File: src/rtl/hist_inl_pkg.sv
package hist_inl_pkg;
    localparam int FRAC_W = 8;

    typedef enum logic [2:0] {
        ST_IDLE,
        ST_SUMD,
        ST_CHK,
        ST_FEED,
        ST_WAIT,
        ST_DONE,
        ST_ERR
    } est_state_t;
endpackage

File: src/rtl/hist_bin_bank.sv
module hist_bin_bank #(
    parameter int CODE_W = 4,
    parameter int CNT_W  = 8
) (
    input  logic              clk,
    input  logic              rst_n,
    input  logic              clr,
    input  logic              inc_en,
    input  logic [CODE_W-1:0] inc_code,
    input  logic [CODE_W-1:0] rd_addr,
    output logic [CNT_W-1:0]  rd_cnt
);
    localparam int NBINS = 1 << CODE_W;

    logic [CNT_W-1:0] cnt_q [NBINS];

    for (genvar g = 0; g < NBINS; g++) begin : g_bin
        always_ff @(posedge clk) begin
            if (!rst_n || clr) begin
                cnt_q[g] <= '0;
            end else if (inc_en && inc_code == CODE_W'(g) && cnt_q[g] != '1) begin
                cnt_q[g] <= cnt_q[g] + 1'b1;
            end
        end
    end

    assign rd_cnt = cnt_q[rd_addr];
endmodule

File: src/rtl/seq_restoring_div.sv
module seq_restoring_div #(
    parameter int NUM_W = 24,
    parameter int DEN_W = 12
) (
    input  logic             clk,
    input  logic             rst_n,
    input  logic             go,
    input  logic [NUM_W-1:0] num,
    input  logic [DEN_W-1:0] den,
    output logic             fin,
    output logic [NUM_W-1:0] quo
);
    localparam int STEP_W = $clog2(NUM_W + 1);

    logic [DEN_W-1:0]  rem_q;
    logic [DEN_W-1:0]  den_q;
    logic [NUM_W-1:0]  quo_q;
    logic [STEP_W-1:0] step_q;
    logic              run_q;
    logic              fin_q;
    logic [DEN_W:0]    trial;
    logic [DEN_W:0]    diff;

    assign trial = {rem_q, quo_q[NUM_W-1]};
    assign diff  = trial - {1'b0, den_q};

    always_ff @(posedge clk) begin
        if (!rst_n) begin
            rem_q  <= '0;
            den_q  <= '0;
            quo_q  <= '0;
            step_q <= '0;
            run_q  <= 1'b0;
            fin_q  <= 1'b0;
        end else begin
            fin_q <= 1'b0;
            if (go) begin
                rem_q  <= '0;
                den_q  <= den;
                quo_q  <= num;
                step_q <= STEP_W'(NUM_W);
                run_q  <= 1'b1;
            end else if (run_q) begin
                if (trial >= {1'b0, den_q}) begin
                    rem_q <= diff[DEN_W-1:0];
                    quo_q <= {quo_q[NUM_W-2:0], 1'b1};
                end else begin
                    rem_q <= trial[DEN_W-1:0];
                    quo_q <= {quo_q[NUM_W-2:0], 1'b0};
                end
                step_q <= step_q - 1'b1;
                if (step_q == STEP_W'(1)) begin
                    run_q <= 1'b0;
                    fin_q <= 1'b1;
                end
            end
        end
    end

    assign fin = fin_q;
    assign quo = quo_q;
endmodule

File: src/rtl/hist_inl_est.sv
module hist_inl_est
    import hist_inl_pkg::*;
#(
    parameter int CODE_W = 4,
    parameter int CNT_W  = 8,
    localparam int OUT_W = CODE_W + FRAC_W + 1
) (
    input  logic                    clk,
    input  logic                    rst_n,
    input  logic                    clr,
    input  logic                    smp_vld,
    input  logic [CODE_W-1:0]       smp_code,
    input  logic                    start,
    output logic                    inl_vld,
    output logic [CODE_W-1:0]       inl_code,
    output logic signed [OUT_W-1:0] inl_val,
    output logic [OUT_W-1:0]        max_abs,
    output logic                    done,
    output logic                    err
);
    localparam int NBINS = 1 << CODE_W;
    localparam int ACC_W = CNT_W + CODE_W;
    localparam int NUM_W = ACC_W + CODE_W + FRAC_W;
    localparam int QW    = CODE_W + FRAC_W;
    localparam logic [CODE_W-1:0] LAST = CODE_W'(NBINS - 1);

    est_state_t st_q, st_nxt;

    logic [CODE_W-1:0] idx_q;
    logic [ACC_W-1:0]  acc_d_q, acc_c_q, c_next;
    logic [CNT_W-1:0]  rd_cnt;
    logic              idle_like, inc_en, div_go, div_fin;
    logic [NUM_W-1:0]  div_num, div_quo;
    logic [CODE_W-1:0] idx_m1;
    logic signed [OUT_W-1:0] q_part, off_part, inl_new;
    logic [OUT_W-1:0]  mag_new;

    assign idle_like = (st_q == ST_IDLE) || (st_q == ST_DONE) || (st_q == ST_ERR);
    assign inc_en    = smp_vld && idle_like && !clr;

    hist_bin_bank #(.CODE_W(CODE_W), .CNT_W(CNT_W)) bins_i (
        .clk(clk), .rst_n(rst_n), .clr(clr), .inc_en(inc_en),
        .inc_code(smp_code), .rd_addr(idx_q), .rd_cnt(rd_cnt)
    );

    // bins 0 and 1 are left out of every sum
    assign c_next  = (idx_q >= CODE_W'(2)) ? acc_c_q + ACC_W'(rd_cnt) : acc_c_q;
    assign div_num = (NUM_W'(c_next) * NUM_W'(NBINS - 2)) << FRAC_W;
    assign div_go  = (st_q == ST_FEED);

    seq_restoring_div #(.NUM_W(NUM_W), .DEN_W(ACC_W)) div_i (
        .clk(clk), .rst_n(rst_n), .go(div_go), .num(div_num),
        .den(acc_d_q), .fin(div_fin), .quo(div_quo)
    );

    assign idx_m1   = idx_q - 1'b1;
    assign q_part   = $signed({1'b0, div_quo[QW-1:0]});
    assign off_part = $signed({1'b0, idx_m1, {FRAC_W{1'b0}}});
    assign inl_new  = q_part - off_part;
    assign mag_new  = inl_new[OUT_W-1] ? OUT_W'(-inl_new) : OUT_W'(inl_new);

    always_comb begin
        st_nxt = st_q;
        unique case (st_q)
            ST_IDLE, ST_DONE, ST_ERR: if (start) st_nxt = ST_SUMD;
            ST_SUMD: if (idx_q == LAST) st_nxt = ST_CHK;
            ST_CHK:  st_nxt = (acc_d_q == '0) ? ST_ERR : ST_FEED;
            ST_FEED: st_nxt = ST_WAIT;
            ST_WAIT: if (div_fin) st_nxt = (idx_q == LAST) ? ST_DONE : ST_FEED;
            default: st_nxt = ST_IDLE;
        endcase
        if (clr) st_nxt = ST_IDLE;
    end

    always_ff @(posedge clk) begin
        if (!rst_n) st_q <= ST_IDLE;
        else        st_q <= st_nxt;
    end

    always_ff @(posedge clk) begin
        if (!rst_n) begin
            idx_q    <= '0;
            acc_d_q  <= '0;
            acc_c_q  <= '0;
            inl_vld  <= 1'b0;
            inl_code <= '0;
            inl_val  <= '0;
            max_abs  <= '0;
            done     <= 1'b0;
            err      <= 1'b0;
        end else begin
            inl_vld <= 1'b0;
            if (clr) begin
                done <= 1'b0;
                err  <= 1'b0;
            end else begin
                unique case (st_q)
                    ST_IDLE, ST_DONE, ST_ERR: if (start) begin
                        idx_q   <= CODE_W'(2);
                        acc_d_q <= '0;
                        max_abs <= '0;
                        done    <= 1'b0;
                        err     <= 1'b0;
                    end
                    ST_SUMD: begin
                        acc_d_q <= acc_d_q + ACC_W'(rd_cnt);
                        idx_q   <= idx_q + 1'b1;
                    end
                    ST_CHK: begin
                        idx_q   <= CODE_W'(1);
                        acc_c_q <= '0;
                        if (acc_d_q == '0) err <= 1'b1;
                    end
                    ST_FEED: acc_c_q <= c_next;
                    ST_WAIT: if (div_fin) begin
                        inl_vld  <= 1'b1;
                        inl_code <= idx_q;
                        inl_val  <= inl_new;
                        if (mag_new > max_abs) max_abs <= mag_new;
                        if (idx_q == LAST) done <= 1'b1;
                        else               idx_q <= idx_q + 1'b1;
                    end
                    default: ;
                endcase
            end
        end
    end
endmodule

File: config.mk
export PLATFORM = sky130hd
export DESIGN_NAME = hist_inl_est
export DESIGN_NICKNAME = d
export VERILOG_FILES = /design/src/rtl/hist_inl_pkg.sv /design/src/rtl/hist_bin_bank.sv /design/src/rtl/seq_restoring_div.sv /design/src/rtl/hist_inl_est.sv
export SDC_FILE = /design/constraint.sdc
export NUM_CORES = 1
export LEC_CHECK = 0
export BUFFER_PORTS_ARGS = -buffer_cell sky130_fd_sc_hd__buf_2
export CAP_MARGIN = 20
export CORE_MARGIN = 1
export CORE_UTILIZATION = 64
export DETAILED_ROUTE_END_ITERATION = 10
export HOLD_SLACK_MARGIN = 0.1
export PLACE_DENSITY = 0.81
export SYNTH_ARGS = -nofsm -noshare
export SYNTH_HDL_FRONTEND = slang
export SYNTH_SLANG_ARGS = --single-unit
export TNS_END_PERCENT = 30
File: constraint.sdc
create_clock -name clk -period 7.4 [get_ports clk]
set_clock_uncertainty 0.05 [all_clocks]
set_input_delay 0 -clock clk [delete_from_list [all_inputs] [get_ports clk]]
set_output_delay 0 -clock clk [all_outputs]
set_load 0.05 [all_outputs]
Word level (Yosys, flattened, before mapping)
Memories as Yosys holds them, arrays and structs flattened. A register that Yosys moved wholly into a read port is not among the register bits. Cells that the tools add are included.

Register bits after elaboration: 119. Memory bits (writable): 128. Input port bits: 9. Output and inout port bits: 33. Logic and storage cells: 278. Memories: 1.

Memory list: bins_i.cnt_q (depth 16, width 8, rd ports 17, clocked after memory_dff 1, write ports 16, RTL line hist_bin_bank.sv:15) `logic [CNT_W-1:0] cnt_q [NBINS];`.

Add/sub/neg operators: 24. Multiply operators: 1. $lt $le $gt $ge: 3. Equality and inequality tests: 46. Mux-type cells: 104. Bitwise logic cells: 20. Reduce and logical (&&, ||, !) cells: 61.

Operators with widths (count): $add 8x1->8 const B (16); $mux 8 (16); $ne 8x8->1 const B (16); $mux 1 (60); $mux 13 (4); $mux 24 (2); $pmux 12 s2 (2); $eq 4x4->1 const B (9); $mux 12 (3); $logic_and 1x1->1 (34); $pmux 13 s2 (1); $add 12x8->12 (2); $mux 4 (5); $eq 4x3->1 const B (4); $or 1x1->1 (16); $pmux 4 s4 (1); $mul 12x3->15 const B (1); $mux 3 (5); $pmux 3 s5 (1); $ge 13x12->1 (1); $gt 13x13->1 (1); $neg 13->13 (1); $sub 12x12->13 (1); $logic_not 12->1 (1); 28 further kinds (56).

Logic depth before layout (Yosys ltp)
Depth in word-level cells: 11. Mapped depth: 23. Mapped depth without buffers: 19.

Modules after synthesis
A second synthesis with hierarchy kept.

Cell total of the unflattened synthesis: 1679. Area total of the unflattened synthesis: 15862.7 um2.

By module, submodules not included: hist_bin_bank (instances 1, cells each 681, area each 7678.6 um2, seq. area each 3843.7 um2); hist_inl_est (instances 1, cells each 640, area each 5093.6 um2, seq. area each 1281.2 um2); seq_restoring_div (instances 1, cells each 358, area each 3090.5 um2, seq. area each 1101.1 um2).

Worst setup path before layout
Ideal clock, no wire load.

Kind: register to register. Start point: reg with a tool-made name. End point: reg div_i.quo_q[22], in the netlist div_i.quo[22]. Setup time: 0.114 ns. Data arrival time: 5.700 ns. Data required time: 7.236 ns. Setup slack: 1.535 ns. Stages on the path, launching flop included: 20. Path buffers: 3. Period minus slack after synthesis: 5.865 ns. Cell sequence: dfxtp_1 > clkbuf_1 > clkbuf_1 > buf_2 > mux4_2 > mux4_2 > ha_1 > fa_1 > a211oi_1 > nor2_1 > o31a_1 > o31ai_1 > ha_1 > ha_1 > o21ai_0 > nand2b_1 > a31oi_1 > o21ai_0 > and3_1 > a2111oi_0.

RTL lines: end signal: assignment (RTL line seq_restoring_div.sv:40) `quo_q <= num;`; end signal: assignment (RTL line seq_restoring_div.sv:46) `quo_q <= {quo_q[NUM_W-2:0], 1'b1};`; end signal: assignment (RTL line seq_restoring_div.sv:49) `quo_q <= {quo_q[NUM_W-2:0], 1'b0};`; end: declaration (RTL line seq_restoring_div.sv:17) `logic [NUM_W-1:0] quo_q;`.

==> out/results.tsv <==
stage	metric	value	unit
outcome	status	completed	
timing	Final Setup Violations	0	
placement	placed cells	1908	
die	Die Y-Extent	158	um
power_and_ir_drop	Worst VDD drop	214	uV
timing	f_max	0.161	GHz
synth	asr flop ratio synth	0	
global_route	Tot GR Track Use	0.299	
timing	RSZ-0062 raised after global routing	false	
synth	Post-Syn Instances	1618	
route	vias	12500	
route	# DRC	0	
global_route	largest net degree at the start of global routing	66	
clock_network	CTS Buf Count	27	
clock_network	CTS tree	done	
placement	GPL Wtd Cong	0.911	
route	final WL	36900	um
clock_network	post_cts resized	0	
route	routed vias/inst	6.34	
route	DR iter-0 viols	1083	
timing	Worst-Margin Slew	1150	ps
route	DRT antenna net count	0	
timing	Slew headroom	0.223	
critical_path	critical path type	flop to flop	
global_route	first-pass GRT wire length	59400	um
clock_network	postcts setup bufs	0	
clock_network	Clock Sinks	251	
clock_network	hold-fix buffers at CTS	3	
clock_network	Worst-path clk slew	60	ps
synth	synth warn	0	
power_and_ir_drop	cell leakage power	6.55	nW
placement	dpl ws	1280	ps
global_route	initial antenna violation count	0	
critical_path	Worst Path Max Fanout	22	
synth	Most used DFF post-synth	edfxtp_1	
synth	Synth top area share	0.247	
route	iteration count of the initial detailed-routing pass	6	
layout	filler instances	1745	
layout	Area Growth Syn to Fin	8.62	%
clock_network	maximum root-to-sink buffer count	3	
clock_network	clk_lat worst skew	550	ps
placement	post-DP HPWL	26100	um
synth	mapped cell area	15500	um^2
power_and_ir_drop	total power	3.13	mW
synth	register area share after synthesis	0.406	
timing	final setup margin	1200	ps
timing	Final Max Slew Viols	0	
synth	cell taking the most area after synthesis	edfxtp_1	
critical_path	crit path DAT	6560	ps
synth	Avg Inst Size Synth	9.60	um^2
layout	final net count	1740	
die	Rows	56	
synth	library cells used by synthesis	75	
route	wire per inst	18.7	um
hold_path	min-delay worst type	input port to flop	
timing	Setup TNS	0	ps
critical_path	Worst setup SP type	flop	
power_and_ir_drop	pwr dens	186	nW/um^2
clock_network	htree depth	1	
layout	Final Non-Filler Cells	1972	
die	I/O pins	42	
timing	min Tclk post-route	6200	ps
synth	Commonest cells post-synth	nor2_1, edfxtp_1, nand2_1, dfxtp_1, nand3_1	
placement	Placed Area	15900	um^2
synth	syn_nets	1723	
clock_network	root buffer cell	clkbuf_16	
synth	Post-synth EDFFs	128	
timing	endpoints failing hold	0	
synth	register bit total from synthesis	251	
critical_path	Worst EP required	7760	ps
die	die area	24900	um^2
job	max cap viols	0	
layout	Design Area, Final	16900	um^2
die	Die W	158	um
die	Placeable Area	23600	um^2
synth	Synth area leaders	edfxtp_1, dfxtp_1, ha_1, mux4_2, nor2_1	
timing	Min Hold Slack	75.0	ps
layout	Layout Utilization	0.715	
critical_path	Worst Setup End Kind	flop	
global_route	vias in the first global route	12100	
placement	I/O Buffers	41	
global_route	GRT Residual Overflow	0	
die	initial core utilization	0.658	
layout	share of cells above drive strength 1	0.114	
synth	top-count cell post-synth	nor2_1	
timing	fin crit share	0.838	
layout	ANT cells	0	
## critical path: stages, from the launching register on
cell and delay, ps:
dfxtp_1 690, buf_4 430, mux4_2 350, mux4_2 510, ha_1 250, fa_1 430
a211oi_1 230, nor2_1 110, o31a_1 320, o31ai_1 680, xor2_1 170, ha_1 240
a21o_1 160, ha_1 310, or2_2 280, a21oi_1 140, a21oi_1 100, and3_1 220
a2111oi_0 400
## layer usage
layer	wire length, um	GRT usage
met2	18000	0.516
met5	0	0
met3	2410	0.0422
met4	1810	0.160
met1	14700	0.363
## final timing paths
kind	slack, ps	startpoint	end	cells past startpoint
worst max register to register	1200	flop	div_i.quo[19]$_SDFFE_PN0P_	18
worst min register to register	400	inl_val[7]$_SDFFE_PN0P_	inl_val[7]$_SDFFE_PN0P_	2
worst max-delay path	1200	flop	div_i.quo[19]$_SDFFE_PN0P_	18
worst min-delay path	70	smp_code[3]	bins_i.cnt_q[1][7]$_SDFFCE_PN0P_	4
## flip-flops by register name, indices dropped and copies added (netlist names), named ones only
name / cells
err: 1
max_abs: 13
inl_code: 4
div_i.quo: 24
st_q: 3
bins_i.cnt_q: 128
acc_d_q: 12
inl_vld: 1
div_i.step_q: 5
acc_c_q: 12
div_i.fin: 1
idx_q: 4
div_i.run_q: 1
done: 1
div_i.rem_q: 12
div_i.den_q: 12
inl_val: 13
## cell type report
class | instances | area (um^2) | share of cell area
multi-input cells | 1211 | 8630 | 0.511
flip-flops and latches | 251 | 6310 | 0.374
clock buffers | 39 | 781 | 0.0463
repair buffers | 68 | 405 | 0.0240
well taps | 319 | 399 | 0.0236
inverters | 76 | 285 | 0.0169
clock inverters | 8 | 73.8 | 0.00437
## layout by cell type, fill, tap and decap left out, types with 16 or more instances in the layout
cell type / instances
nor2_1: 209
nand2b_1: 18
edfxtp_1: 128
nor3_1: 16
xnor2_1: 56
o21ai_0: 65
mux4_2: 40
buf_2: 49
a21o_1: 19
inv_1: 73
dfxtp_1: 121
xor2_1: 84
and3_1: 47
a211oi_1: 27
a21oi_1: 81
nand3_1: 90
mux2i_1: 32
nand2_1: 127
ha_1: 87
clkbuf_16: 27
## kinds of logic after synthesis
| family | count (synthesis) | share of synthesized area |
|---|---|---|
| buf+inv | 156 | 0.0398 |
| xor+xnor | 140 | 0.0789 |
| mux | 80 | 0.0844 |
| compound gates | 297 | 0.126 |
| simple gates | 597 | 0.182 |
| flops | 251 | 0.406 |
| fa+ha+maj | 97 | 0.0824 |
## report_power, final
group / switching [mW] / internal (mW)
clock network: 0.562 / 0.763
logic: 0.150 / 0.110
registers: 0.0561 / 1.49
total: 0.768 / 2.37
Power figures use the tool's default switching activity.
